File: src/rtl/blm_pkg.sv
package blm_pkg;
  localparam int XLEN      = 32;
  localparam int BYTE_W    = 8;
  localparam int LANES     = XLEN / BYTE_W;
  localparam int GPR_IDX_W = 5;
  localparam int AUX_IDX_W = 4;
  localparam int DISP_W    = 8;
  localparam int OP_W      = 6;

  localparam logic [OP_W-1:0] MAJOR_OP = 6'h1C;
  localparam logic [OP_W-1:0] FUNC_OP  = 6'h22;

  typedef enum logic [2:0] {
    PLACE_L0     = 3'd0,
    PLACE_L1     = 3'd1,
    PLACE_L2     = 3'd2,
    PLACE_L3     = 3'd3,
    PLACE_ZPAD   = 3'd4,
    PLACE_ZSHIFT = 3'd5,
    PLACE_SEXT   = 3'd6,
    PLACE_SPLAT  = 3'd7
  } place_e;

  typedef struct packed {
    logic [GPR_IDX_W-1:0] base;
    place_e               mode;
    logic [DISP_W-1:0]    disp;
    logic [AUX_IDX_W-1:0] tgt;
  } fields_t;

  typedef enum logic [2:0] {
    S_IDLE = 3'd0,
    S_CALC = 3'd1,
    S_REQ  = 3'd2,
    S_WAIT = 3'd3,
    S_WB   = 3'd4
  } state_e;
endpackage

File: src/rtl/blm_decode.sv
module blm_decode
  import blm_pkg::*;
(
  input  logic [XLEN-1:0] instr,
  output logic            match,
  output fields_t         fields
);
  assign match         = (instr[31:26] == MAJOR_OP) && (instr[5:0] == FUNC_OP);
  assign fields.base   = instr[25:21];
  assign fields.mode   = place_e'(instr[20:18]);
  assign fields.disp   = instr[17:10];
  assign fields.tgt    = instr[9:6];
endmodule

File: src/rtl/blm_agen.sv
module blm_agen #(
  parameter int AW = 32,
  parameter int DW = 8
) (
  input  logic [AW-1:0] base_val,
  input  logic [DW-1:0] disp,
  output logic [AW-1:0] addr
);
  localparam int EXT_W = AW - DW;
  logic [AW-1:0] disp_ext;
  assign disp_ext = {{EXT_W{disp[DW-1]}}, disp};
  assign addr     = base_val + disp_ext;
endmodule

File: src/rtl/blm_compose.sv
module blm_compose
  import blm_pkg::*;
(
  input  place_e              mode,
  input  logic [XLEN-1:0]     old_val,
  input  logic [BYTE_W-1:0]   data_byte,
  output logic [XLEN-1:0]     new_val
);
  localparam int SEL_W = $clog2(LANES);

  logic [BYTE_W-1:0] sign_fill;
  assign sign_fill = {BYTE_W{data_byte[BYTE_W-1]}};

  for (genvar g = 0; g < LANES; g++) begin : g_lane
    localparam bit EVEN = (g % 2) == 0;
    logic [BYTE_W-1:0] lane_val;
    always_comb begin
      unique case (mode)
        PLACE_L0, PLACE_L1, PLACE_L2, PLACE_L3:
          lane_val = (mode[SEL_W-1:0] == SEL_W'(g)) ? data_byte
                                                    : old_val[g*BYTE_W +: BYTE_W];
        PLACE_ZPAD:   lane_val = EVEN ? data_byte : '0;
        PLACE_ZSHIFT: lane_val = EVEN ? '0 : data_byte;
        PLACE_SEXT:   lane_val = EVEN ? data_byte : sign_fill;
        default:      lane_val = data_byte;
      endcase
    end
    assign new_val[g*BYTE_W +: BYTE_W] = lane_val;
  end
endmodule

File: src/rtl/byte_lane_load_unit.sv
module byte_lane_load_unit
  import blm_pkg::*;
(
  input  logic        clk,
  input  logic        rst,
  input  logic        in_valid,
  output logic        in_ready,
  input  logic [31:0] in_instr,
  output logic        busy,
  output logic [4:0]  gpr_idx,
  input  logic [31:0] gpr_data,
  output logic [3:0]  aux_rd_idx,
  input  logic [31:0] aux_rd_data,
  output logic        mem_req_valid,
  input  logic        mem_req_ready,
  output logic [31:0] mem_req_addr,
  input  logic        mem_rsp_valid,
  input  logic [7:0]  mem_rsp_data,
  output logic        aux_we,
  output logic [3:0]  aux_wr_idx,
  output logic [31:0] aux_wr_data
);
  state_e          state_q;
  fields_t         fields_d;
  fields_t         fields_q;
  logic            is_ours;
  logic [XLEN-1:0] addr_d;
  logic [XLEN-1:0] addr_q;
  logic [XLEN-1:0] result_d;
  logic [XLEN-1:0] result_q;
  logic            accept;

  blm_decode u_decode (
    .instr  (in_instr),
    .match  (is_ours),
    .fields (fields_d)
  );

  blm_agen #(.AW(XLEN), .DW(DISP_W)) u_agen (
    .base_val (gpr_data),
    .disp     (fields_q.disp),
    .addr     (addr_d)
  );

  blm_compose u_compose (
    .mode      (fields_q.mode),
    .old_val   (aux_rd_data),
    .data_byte (mem_rsp_data),
    .new_val   (result_d)
  );

  assign in_ready = (state_q == S_IDLE);
  assign busy     = (state_q != S_IDLE);
  assign accept   = in_valid && in_ready && is_ours;

  always_ff @(posedge clk) begin
    if (rst) begin
      state_q  <= S_IDLE;
      fields_q <= '0;
      addr_q   <= '0;
      result_q <= '0;
    end else begin
      unique case (state_q)
        S_IDLE: if (accept) begin
          fields_q <= fields_d;
          state_q  <= S_CALC;
        end
        S_CALC: begin
          addr_q  <= addr_d;
          state_q <= S_REQ;
        end
        S_REQ:  if (mem_req_ready) state_q <= S_WAIT;
        S_WAIT: if (mem_rsp_valid) begin
          result_q <= result_d;
          state_q  <= S_WB;
        end
        default: state_q <= S_IDLE;
      endcase
    end
  end

  assign gpr_idx       = fields_q.base;
  assign aux_rd_idx    = fields_q.tgt;
  assign mem_req_valid = (state_q == S_REQ);
  assign mem_req_addr  = addr_q;
  assign aux_we        = (state_q == S_WB);
  assign aux_wr_idx    = fields_q.tgt;
  assign aux_wr_data   = result_q;

  // stalled request keeps valid and address
  a_r3_req_hold: assert property (@(posedge clk) disable iff (rst)
    mem_req_valid && !mem_req_ready |=> mem_req_valid && $stable(mem_req_addr));
  // one request per instruction
  a_r3_single_req: assert property (@(posedge clk) disable iff (rst)
    mem_req_valid && mem_req_ready |=> !mem_req_valid);
  // write strobe lasts one cycle
  a_r4_we_pulse: assert property (@(posedge clk) disable iff (rst)
    aux_we |=> !aux_we);
  // acceptance moves the unit into busy
  a_r10_accept_busy: assert property (@(posedge clk) disable iff (rst)
    in_valid && in_ready && (in_instr[31:26] == MAJOR_OP) && (in_instr[5:0] == FUNC_OP)
      |=> busy && !in_ready);
  // a foreign word leaves the unit idle
  a_r1_foreign_idle: assert property (@(posedge clk) disable iff (rst)
    in_ready && (in_instr[5:0] != FUNC_OP) |=> in_ready);
  // splat mode writes four equal lanes
  a_r8_splat: assert property (@(posedge clk) disable iff (rst)
    aux_we && fields_q.mode == PLACE_SPLAT |->
      aux_wr_data[31:24] == aux_wr_data[7:0] && aux_wr_data[23:16] == aux_wr_data[7:0]
      && aux_wr_data[15:8] == aux_wr_data[7:0]);
  // sign-extended halves
  a_r7_sext: assert property (@(posedge clk) disable iff (rst)
    aux_we && fields_q.mode == PLACE_SEXT |->
      aux_wr_data[31:24] == {8{aux_wr_data[7]}} && aux_wr_data[15:8] == {8{aux_wr_data[7]}}
      && aux_wr_data[23:16] == aux_wr_data[7:0]);
  // zero-padded halves
  a_r6_zpad: assert property (@(posedge clk) disable iff (rst)
    aux_we && fields_q.mode == PLACE_ZPAD |->
      aux_wr_data[31:24] == 8'h00 && aux_wr_data[15:8] == 8'h00
      && aux_wr_data[23:16] == aux_wr_data[7:0]);
endmodule

File: config.mk
export PLATFORM = sky130hd
export DESIGN_NAME = byte_lane_load_unit
export DESIGN_NICKNAME = d
export VERILOG_FILES = /design/src/rtl/blm_pkg.sv /design/src/rtl/blm_decode.sv /design/src/rtl/blm_agen.sv /design/src/rtl/blm_compose.sv /design/src/rtl/byte_lane_load_unit.sv
export SDC_FILE = /design/constraint.sdc
export NUM_CORES = 1
export LEC_CHECK = 0
export BUFFER_PORTS_ARGS = -buffer_cell sky130_fd_sc_hd__buf_2
export CORE_ASPECT_RATIO = 1.5
export CORE_MARGIN = 4
export CORE_UTILIZATION = 50
export DETAILED_ROUTE_END_ITERATION = 8
export GPL_TIMING_DRIVEN = 1
export PLACE_DENSITY = 0.86
export SYNTH_ARGS = -nofsm -noshare
export SYNTH_HDL_FRONTEND = slang
export SYNTH_SLANG_ARGS = --single-unit
File: constraint.sdc
create_clock -name clk -period 3.5 [get_ports clk]
set_input_delay 0.175 -clock clk [delete_from_list [all_inputs] [get_ports clk]]
set_output_delay 0.175 -clock clk [all_outputs]
set_load 0.01 [all_outputs]
==> flow_summary.ini <==
[grt]
grt_pass1_vias = 5131
grt_use_total_pct = 23.9
grt_pass1_wl_mm = 23.8
grt-ovfl-total = 0
antenna_found_initial = 1
grt_max_degree = 46

[synth]
synthDominantCellAreaShare_pct = 33.6
postSynthCellCount = 650
yosys-top-cells-area = dfxtp_1, ha_1, a21oi_1
syn_nets = 791
synth_edf_count = 0
synth_top_cell_by_area = dfxtp_1
ys_seq_area_share_pct = 33.6
synthArstFlopShare_pct = 0
post_synth_num_cell_types = 61
avgSynthCellArea_um2 = 7.98
ys.flop_type = dfxtp_1
synth_seq_cells = 87
synth.yosys.warnings = 0
netlist_area_um2 = 5190

[worst_hold_path]
holdCritPathClass = input pin to flop
min_from = mem_rsp_valid
holdPathStages = 2
hold_end = state_q[1]$_SDFFE_PP0P_

[clock_network]
cts_buffers = 9
cts_tree = built
cts_setup_buffers = 0
clk_pin_slew_worst_paths_ps = 70
clk_latency_ps = 330
cts_hold_buf = 0
root_buffer = clkbuf_16
clockBufferDepth = 2
post_cts_resized = 0
htreeDepth = 3
cts_sinks = 87

[floorplanning]
fp-row-count = 45
pin_count = 190
initial_core_util_pct = 51.2
die_area_um2 = 12100
die_w_um = 91.2
die_y_um = 133
core_um2 = 10100

[pwr]
comb_power_share_pct = 8.7
p_clk_share_pct = 44.4
seqPwrFrac_pct = 46.9
swShare_pct = 23.5
power_leakage_nw = 2.90
power.density_nw_per_um2 = 332
switchingPower_uw = 495
peakVddDrop_uv = 258
total_power_mw = 2.11
p_int_mw = 1.62

[drt]
drtIter0Drc = 259
via_count = 5421
first_pass_iters = 5
wl_per_cell_um = 16.3
routed_wl_mm = 15.1
routed_via_density = 5.85
ant_nets = 0
drc_errors = 0

[timing]
slew_headroom_pct = 41.1
rsz0062_at_grt = no
skew_ps = 5.12
timing.final.crit_share_pct = 86.4
worst_slew_pin_slew_ps = 883
finalSetupTns_ps = 0
finalMaxSlewViolations = 0
fin_ws_ps = 475
finalHoldViolCount = 0
max_freq_ghz = 0.331
period_minus_slack_ps = 3020
setup_violations = 0

[place]
io_buffer_count = 189
placed_area_um2 = 6050
gp_congestion = 0.952
dp_hpwl_mm = 11.4
dp_slack_ps = 605

[outcome]
outcome = finished, final reports clean

[cells_and_area]
final_cell_mix = buf_2, dfxtp_1, nor2_1, nand2_1, a21oi_1
drive_gt1_share_pct = 27.3
postLayoutCellArea_um2 = 6350
nNetsFinal = 945
area_growth_pct = 22.4
fillers = 936
final_common_cell = buf_2
diodes = 0
post-route-util_pct = 62.6

[critical_path]
r2r_start = fields_q[11]$_SDFFE_PP0P_
cpMaxStageDelayCell = dfxtp_1
critPathCaptureType = flop
worst_setup_path_start_kind = flop
cpPeakStageDelay_ps = 730
critPathKind = flop to flop
worstPathCellList = ha_1 > a21oi_1 > o21ai_0 > a211oi_1 > nor2_1 > a2111oi_0 > a311oi_1 > xnor2_1 > o21ai_1
ff2ff_setup_slack_ps = 480
timing.rr.end = mem_req_addr[28]$_SDFFE_PP0P_
cp_max_fo = 16
cp.arrival_ps = 3220
worst_r2r_path_depth = 9
cp.required_ps = 3700

[job]
max_cap_viol_count = 0
==> cell families (layout without fill, tap and decap cells) <==
group	after synthesis	after routing	share of synthesized area, %
compound gates	199	199	24.8
xor+xnor	26	26	4.39
fa+ha+maj	32	32	7.86
buf+inv	71	230	6.80
flops	87	87	33.6
mux	22	22	4.25
simple gates	213	213	18.3
==> power by group through the flow <==
| stage | Sequential, mW | Combinational (mW) | Clock, mW |
|---|---|---|---|
| final | 0.990 | 0.184 | 0.937 |
| after floorplan | 1.01 | 0.0913 | 0 |
| after global routing | 0.989 | 0.201 | 0.995 |
| after CTS | 0.990 | 0.181 | 0.958 |
| after detailed placement | 1.01 | 0.180 | 0 |
| after global placement | 1.01 | 0.178 | 0 |
==> how the worst max path moves through the flow <==
stage	slack (ps)	start	cells after the start	endpoint
after CTS	590	fields_q[11]$_SDFFE_PP0P_	9	mem_req_addr[28]$_SDFFE_PP0P_
final	480	fields_q[11]$_SDFFE_PP0P_	9	mem_req_addr[28]$_SDFFE_PP0P_
after global placement	650	fields_q[11]$_SDFFE_PP0P_	9	mem_req_addr[28]$_SDFFE_PP0P_
after floorplan	790	fields_q[11]$_SDFFE_PP0P_	9	mem_req_addr[28]$_SDFFE_PP0P_
after global routing	310	fields_q[11]$_SDFFE_PP0P_	9	mem_req_addr[28]$_SDFFE_PP0P_
after detailed placement	610	fields_q[11]$_SDFFE_PP0P_	10	mem_req_addr[28]$_SDFFE_PP0P_
==> Yosys cell counts (all sizes together) (18+ instances only) <==
| master | n |
|---|---|
| a211oi | 23 |
| a21oi | 63 |
| buf | 20 |
| clkbuf | 32 |
| dfxtp | 87 |
| ha | 31 |
| inv | 18 |
| mux2i | 22 |
| nand2 | 65 |
| nor2 | 81 |
| nor3 | 26 |
| o21ai | 36 |
==> registers in the layout, indices dropped and copies added, names as in the netlist <==
signal / count
aux_wr_data: 32
mem_req_addr: 32
fields_q: 11
gpr_idx: 5
aux_rd_idx: 4
state_q: 3
==> layout make-up <==
cell class	count	area, µm²	area share [%]
Inverter	18	67.6	1.06
Multi-Input combinational cell	492	3100	48.8
Clock inverter	3	25.0	0.394
Sequential cell	87	1740	27.4
Timing Repair Buffer	196	998	15.7
Tap cell	117	146	2.31
Clock buffer	13	270	4.26
==> stage by stage <==
| stage | hold WS, ps | instances |
|---|---|---|
| after floorplan | 285 | 650 |
| after global placement | 407 | 910 |
| after detailed placement | 417 | 910 |
| after CTS | 61.5 | 926 |
| after global routing | 70.4 | 926 |
| final | 76.7 | 926 |
==> critical path: cells and delay by family (launching register included) <==
family / cells / cell delay, ps
compound gates: 6 / 1480
flops: 1 / 730
fa+ha+maj: 1 / 420
xor+xnor: 1 / 170
simple gates: 1 / 90
==> per-layer routing <==
metal | up-vias | routed length [µm] | GRT usage [%]
li1 | 2652 | - | -
met1 | 2461 | 5720 | 26.8
met2 | 251 | 7660 | 42.1
met3 | 55 | 1050 | 4.78
met4 | 2 | 614 | 12.7
met5 | - | 12 | 0
(Power assumes the default switching activity.)
